$ cat config.mk
export PLATFORM = sky130hd
export DESIGN_NAME = sc_gpio_port
export DESIGN_NICKNAME = d
export VERILOG_FILES = /design/src/rtl/gpio_port_pkg.sv /design/src/rtl/gpio_port_ctrl.sv /design/src/rtl/gpio_port_dp.sv /design/src/rtl/sc_gpio_port.sv
export SDC_FILE = /design/constraint.sdc
export NUM_CORES = 1
export LEC_CHECK = 0
export CORE_ASPECT_RATIO = 1.1
export CORE_MARGIN = 2
export CORE_UTILIZATION = 50
export DETAILED_ROUTE_END_ITERATION = 12
export PLACE_DENSITY = 0.83
export SYNTH_ARGS = -nofsm -noshare
export SYNTH_HDL_FRONTEND = slang
export SYNTH_SLANG_ARGS = --single-unit
$ cat constraint.sdc
create_clock -name clk -period 2.3 [get_ports clk]
set_input_delay 0.345 -clock clk [delete_from_list [all_inputs] [get_ports clk]]
set_output_delay 0.345 -clock clk [all_outputs]
set_load 0.02 [all_outputs]
$ cat src/rtl/gpio_port_pkg.sv
package gpio_port_pkg;

  // Byte offsets of the registers
  localparam int OFF_DIR = 'h00;
  localparam int OFF_LAT = 'h04;
  localparam int OFF_SET = 'h08;
  localparam int OFF_CLR = 'h0C;
  localparam int OFF_IN  = 'h10;

  typedef enum logic [1:0] {
    RD_NONE = 2'd0,
    RD_DIR  = 2'd1,
    RD_LAT  = 2'd2,
    RD_IN   = 2'd3
  } rdSel_e;

  // Strobes from the decoder to the datapath
  typedef struct packed {
    logic   dirWr;
    logic   latWr;
    logic   setWr;
    logic   clrWr;
    rdSel_e rdSel;
  } ctrlStrobes_t;

endpackage

$ cat src/rtl/gpio_port_ctrl.sv
module gpio_port_ctrl
  import gpio_port_pkg::*;
#(
  parameter int ADDR_W = 5
) (
  input  logic              busSel,
  input  logic              busWrite,
  input  logic [ADDR_W-1:0] busAddr,
  output ctrlStrobes_t      strobes
);

  logic aligned;
  logic wrEn;
  logic hitDir, hitLat, hitSet, hitClr, hitIn;

  assign aligned = (busAddr[1:0] == 2'b00);
  assign wrEn    = busSel && busWrite && aligned;

  assign hitDir = (busAddr == ADDR_W'(OFF_DIR));
  assign hitLat = (busAddr == ADDR_W'(OFF_LAT));
  assign hitSet = (busAddr == ADDR_W'(OFF_SET));
  assign hitClr = (busAddr == ADDR_W'(OFF_CLR));
  assign hitIn  = (busAddr == ADDR_W'(OFF_IN));

  always_comb begin
    strobes       = '0;
    strobes.dirWr = wrEn && hitDir;
    strobes.latWr = wrEn && hitLat;
    strobes.setWr = wrEn && hitSet;
    strobes.clrWr = wrEn && hitClr;
    if (hitDir)                         strobes.rdSel = RD_DIR;
    else if (hitLat || hitSet || hitClr) strobes.rdSel = RD_LAT;
    else if (hitIn)                     strobes.rdSel = RD_IN;
    else                                strobes.rdSel = RD_NONE;
  end

endmodule

$ cat src/rtl/gpio_port_dp.sv
module gpio_port_dp
  import gpio_port_pkg::*;
#(
  parameter int PIN_COUNT   = 32,
  parameter int SYNC_STAGES = 2
) (
  input  logic                 clk,
  input  logic                 rstN,
  input  ctrlStrobes_t         strobes,
  input  logic [PIN_COUNT-1:0] wdata,
  input  logic [PIN_COUNT-1:0] padIn,
  output logic [PIN_COUNT-1:0] rdata,
  output logic [PIN_COUNT-1:0] padOut,
  output logic [PIN_COUNT-1:0] padOe
);

  logic [PIN_COUNT-1:0] dirQ;
  logic [PIN_COUNT-1:0] latQ;
  logic [PIN_COUNT-1:0] setMask, clrMask;
  logic [PIN_COUNT-1:0] latNext;
  logic [PIN_COUNT-1:0] syncQ [SYNC_STAGES];

  always_ff @(posedge clk or negedge rstN) begin
    if (!rstN)              dirQ <= '1;
    else if (strobes.dirWr) dirQ <= wdata;
  end

  // Clear is applied after set, so clear wins when both hit one bit.
  assign setMask = strobes.setWr ? wdata : '0;
  assign clrMask = strobes.clrWr ? wdata : '0;

  always_comb begin
    if (strobes.latWr) latNext = wdata;
    else               latNext = (latQ | setMask) & ~clrMask;
  end

  always_ff @(posedge clk or negedge rstN) begin
    if (!rstN) latQ <= '0;
    else       latQ <= latNext;
  end

  generate
    for (genvar s = 0; s < SYNC_STAGES; s++) begin : g_sync
      always_ff @(posedge clk or negedge rstN) begin
        if (!rstN) syncQ[s] <= '0;
        else if (s == 0) syncQ[s] <= padIn;
        else syncQ[s] <= syncQ[(s == 0) ? 0 : s-1];
      end
    end
  endgenerate

  always_comb begin
    unique case (strobes.rdSel)
      RD_DIR:  rdata = dirQ;
      RD_LAT:  rdata = latQ;
      RD_IN:   rdata = syncQ[SYNC_STAGES-1];
      default: rdata = '0;
    endcase
  end

  assign padOut = latQ;
  assign padOe  = ~dirQ;

endmodule

$ cat src/rtl/sc_gpio_port.sv
module sc_gpio_port
  import gpio_port_pkg::*;
#(
  parameter int PIN_COUNT   = 32,
  parameter int ADDR_W      = 5,
  parameter int SYNC_STAGES = 2
) (
  input  logic                 clk,
  input  logic                 rstN,
  input  logic                 busSel,
  input  logic                 busWrite,
  input  logic [ADDR_W-1:0]    busAddr,
  input  logic [PIN_COUNT-1:0] busWdata,
  output logic [PIN_COUNT-1:0] busRdata,
  input  logic [PIN_COUNT-1:0] padIn,
  output logic [PIN_COUNT-1:0] padOut,
  output logic [PIN_COUNT-1:0] padOe
);

  ctrlStrobes_t strobes;

  gpio_port_ctrl #(.ADDR_W(ADDR_W)) u_ctrl (
    .busSel   (busSel),
    .busWrite (busWrite),
    .busAddr  (busAddr),
    .strobes  (strobes)
  );

  gpio_port_dp #(.PIN_COUNT(PIN_COUNT), .SYNC_STAGES(SYNC_STAGES)) u_dp (
    .clk     (clk),
    .rstN    (rstN),
    .strobes (strobes),
    .wdata   (busWdata),
    .padIn   (padIn),
    .rdata   (busRdata),
    .padOut  (padOut),
    .padOe   (padOe)
  );

endmodule

# ---- Word-level counts from Yosys, hierarchy flattened
# Index checks and enable logic that the tools add are counted.
dict set report word_totals {
  ff_bits 128
  word_cells 32
}
dict set report op_classes {
  eq_ne 7
  muxes 7
  bitwise_logic 4
  reduce_logical 10
}
# cell count
set op_table {}
lappend op_table {{2-to-1 mux 32 bit} 3}
lappend op_table {{one-hot mux 32 bit (3 select lines)} 1}
lappend op_table {{NOT 32 bit} 2}
lappend op_table {{AND 32 bit} 1}
lappend op_table {{OR 32 bit} 1}
lappend op_table {{== test 5 x 4 -> 1 bit (second input constant)} 2}
lappend op_table {{logical AND 1 bit} 6}
lappend op_table {{2-to-1 mux 2 bit} 3}
lappend op_table {{== test 5 x 3 -> 1 bit (second input constant)} 1}
lappend op_table {{== test 5 bit (second input constant)} 1}
lappend op_table {{logical NOT 5 bit} 1}
lappend op_table {{== test 2 bit (second input constant)} 2}
lappend op_table {{== test 2 x 1 -> 1 bit (second input constant)} 1}
lappend op_table {{logical NOT 2 bit} 1}
lappend op_table {{logical OR 1 bit} 2}

# ---- Logic depth before layout (Yosys ltp)
dict set report logic_depth {
  word_depth 7
  mapped_depth 6
}

# ---- By module
# Synthesis repeated with hierarchy kept, for this count alone.
dict set report unflattened {
  cells_unflattened 457
  area_unflattened_um2 5667.9
}
# mod instances cells_each area_per_inst_um2 seq_area_each_um2
set by_module_without_submodules {}
lappend by_module_without_submodules {gpio_port_dp 1 447 5589.1 3243.1}
lappend by_module_without_submodules {gpio_port_ctrl 1 10 78.8 0.0}

# ---- Least setup slack after synthesis
# No wires, ideal clock.
dict set report synth_path {
  path_type {input -> output}
  startpoint {input port busAddr[3]}
  endpoint {output port busRdata[0]}
  arrival_time_ns 1.439
  t_required_ns 1.955
  setup_slack_ns 0.516
  path_stages 6
  path_buffers 3
  path_cell_list {buf_4 -> nor2_4 -> and3_1 -> clkbuf_1 -> buf_2 -> a221o_1}
}
dict set report synth_via {
  elab_chain_len 7
  word_cells_on_any_way 14
  cone_classes {eq/ne (7); mux (4); reduce/logical (3)}
}
# element line_no
set synth_lines {}
lappend synth_lines {{start, declared} sc_gpio_port.sv:12} ;# input logic [ADDR_W-1:0] busAddr,
lappend synth_lines {{== test 5 x 3 -> 1 bit or == test 5 x 4 -> 1 bit (tied branches)} {gpio_port_ctrl.sv:20, gpio_port_ctrl.sv:21}}
lappend synth_lines {{logical OR 1 bit (2 in a row)} gpio_port_ctrl.sv:32} ;# else if (hitLat || hitSet || hitClr) strobes.rdSel = RD_LAT;
lappend synth_lines {{2-to-1 mux 2 bit} gpio_port_ctrl.sv:32}
lappend synth_lines {{2-to-1 mux 2 bit (*)} gpio_port_ctrl.sv:31} ;# if (hitDir) strobes.rdSel = RD_DIR;
lappend synth_lines {{== test 2 bit or == test 2 x 1 -> 1 bit (tied branches)} gpio_port_dp.sv:53} ;# unique case (strobes.rdSel)
lappend synth_lines {{one-hot mux 32 bit (3 select lines) (*)} gpio_port_dp.sv:53}
lappend synth_lines {{end, declared} sc_gpio_port.sv:14} ;# output logic [PIN_COUNT-1:0] busRdata,
# Every way passes the cells marked *; elsewhere a longest branch is shown, timed or not.

# ---- Worst setup path in the final report
dict set report layout_path {
  startpoint {input port busAddr[4]}
  endpoint {output port busRdata[3]}
}
# Same word-level chain as after synthesis.

==> impl_metrics.ini <==
[run]
maxCapViolations = 0

[detailed_routing]
wl_per_cell_um = 21.68
drc_errors = 0
firstDrtPassIters = 5
drtIter0Drc = 373
vias = 4946
ant_nets = 0
routed_wl_um = 17760
viasPerCell = 6.039

[worst_setup_path]
r2r_cells = 3
reg2reg_to = u_dp.padOut[12]
crit_path_end_kind = primary output
worst-path-max-fanout = 5
r2r-start = u_dp.padOut[12]
cp_cell_sequence = dlygate4sd2_1 -> or3_4 -> nor3_4 -> buf_6 -> bufbuf_16 -> a221o_1 -> buf_6
cpPeakStageDelay_ps = 430
cp_slowest_cell = or3_4
critPathMostFrequentCell = buf_6
path_buf_inv = 4
critPathLaunch = busAddr[4]
critical_path.endpoint = busRdata[3]
arrival_ps = 1920
critPathKind = in2out
cp.required_ps = 1960
critPathTopFamily = buffers and inverters
start_kind = input port
r2r_setup_slack_ps = 1270
cp.depth = 7

[sta]
clock_skew_ps = 7.503
slew_headroom_pct = 69.00
setup_tns_ps = 0
whs_ps = 340.7
period_share_pct = 98.68
max_slew.worst_pin.slew_ps = 465.0
fmax_mhz = 440.6
min_period_ps = 2270
setup_viol = 0
drv_slew = 0
hold_violations = 0

[synth]
yosysWarnings = 0
yosysSeqAreaShare_pct = 55.99
synth_nets = 543
avgSynthCellArea_um2 = 12.32
ys_types = 22
syn-cell-area_um2 = 5792
ys_seq_elements = 128
synthCells = 470

[final_layout]
stdcell_area_um2 = 8369
nets = 728
drive_gt1_share_pct = 27.40
fin_cells = 819
syn_to_final_growth_pct = 44.50

[clock_network]
cts_root_buffer = clkbuf_16
cts_tree = yes
cts_htree_levels = 4
cts.sinks = 128
cts-buffers-inserted = 17
clk_latency_ps = 420
clkTransAtPathRegs_ps = 60
max-clock-path-buffers = 2

[place]
place_congestion = 0.7926
place_area_um2 = 7720
placed_cells = 778
port_buffers = 168
dp_hpwl_um = 11570

[power_and_ir_drop]
leakage_nw = 3.854
peakVddDrop_uv = 480.0
power-per-cell-area_nw_per_um2 = 748.6

[floorplan]
core_area_um2 = 11390
die_y_um = 116.9
dieArea_um2 = 12460
ios = 169
fp-row-count = 41
die_w_um = 106.6
initial_core_util_pct = 50.86

[grt]
grt_pass1_wl_um = 27120
grt_start_max_net_pins = 68
grt-ovfl-total = 0
antenna_found_initial = 1
first_global_vias = 4959
grt_usage_pct = 28.67

[min_path]
min_path_type = reg2reg

[outcome]
outcome = complete, no violations
cell families after synthesis:
group,Yosys count,share of synthesized area (%)
compound gates,96,14.52
buf+inv,109,8.339
flops,128,55.99
mux,32,8.166
simple gates,105,12.98
cell type report:
type / count / area, um^2
Inverter: 64 / 240.2
Multi-Input combinational cell: 233 / 2087
Fill cell: 744 / 3019
Clock inverter: 14 / 142.6
Tap cell: 150 / 187.7
Sequential cell: 128 / 3243
Antenna cell: 1 / 2.502
Clock buffer: 18 / 439.2
Timing Repair Buffer: 211 / 2027
per-stage QoR:
step | total power, W | util, % | worst slack, ps
after floorplan | 0.003084 | - | 516.0
after global placement | 0.003623 | 67.79 | -468.3
after detailed placement | 0.003656 | 67.79 | -483.3
after CTS | 0.006282 | 73.65 | 10.17
after global routing | 0.006458 | 73.47 | -4.469
final | 0.006266 | 73.49 | 30.43
layer usage:
metal,vias up,track usage (%),routed length [um]
met5,-,0,11
met4,2,14.81,643
met3,56,6.368,1256
met2,289,46.58,8857
met1,2463,36.45,6990
li1,2136,-,-
repair_timing:
| item | CTS | global route |
|---|---|---|
| gates resized for setup | 144 | 3 |
| pin swaps | 3 | 3 |
| setup endpoints to repair | 32 | 27 |
| hold endpoints to repair | 14 | 0 |
| cloned | 3 | 0 |
| hold buffers | 1 | 0 |
| setup buffers | 4 | 1 |
state kept, by name, summed over array words and instances, names as in the netlist:
signal and flops:
u_dp.dirQ 32, u_dp.padOut 32, u_dp.syncQ 64
worst min path at each step:
stage	start	to	cells after the start
2_1_floorplan	rstN	u_dp.padOut[0]	0
3_3_place_gp	rstN	u_dp.syncQ[17]	1
3_5_place_dp	rstN	u_dp.syncQ[17]	1
4_1_cts	u_dp.syncQ[58]	u_dp.syncQ[26]	0
5_1_grt	u_dp.syncQ[54]	u_dp.syncQ[22]	0
6_report	u_dp.syncQ[58]	u_dp.syncQ[26]	0
worst register-to-register path: cells and delay by family (launching register included):
family,cells,cell delay [ps]
compound gates,2,410
flops,1,410
buf+inv,1,80
report_power, final:
group          internal [W]  switching [W]  total, W
Sequential          0.00247       0.000115   0.00258
Clock               0.00162        0.00101   0.00263
Combinational      0.000536       0.000515   0.00105
Total               0.00462        0.00164   0.00627
layout by cell type (no fill, tap or decap), types with 3 or more instances in the layout:
master and n:
dlygate4sd2_1 4, clkinvlp_4 3, o22ai_1 32, buf_12 3
buf_6 6, a221o_1 64, clkdlybuf4s50_1 128, buf_2 11
mux2_4 30, nand4b_1 32, clkinv_2 5, dfrtp_1 96
buf_4 46, nor3_1 29, nor3_2 3, clkdlybuf4s15_2 10
and3_1 33, inv_1 64, dfstp_2 32, clkbuf_16 17
clkinv_4 4
cells in the mapped netlist:
master / instances / share of area, %
buf_6: 7 / 1.4
a221o_1: 64 / 11
nor3_4: 1 / 0.28
nor2_1: 1 / 0.065
or3_4: 1 / 0.19
and4b_1: 1 / 0.17
inv_1: 64 / 4.1
nand4b_1: 32 / 4.8
dfrtp_1: 96 / 41
o22ai_1: 32 / 3.5
and3_1: 33 / 3.6
buf_4: 2 / 0.26
nor3_1: 32 / 2.8
mux2_4: 30 / 7.8
buf_1: 1 / 0.065
nand4_4: 2 / 0.73
dfstp_2: 32 / 15
nor2_4: 1 / 0.19
clkbuf_1: 24 / 1.6
mux2_2: 2 / 0.39
buf_2: 11 / 0.95
nor3_2: 1 / 0.17
Note: power is estimated with default switching activity, not from simulation.
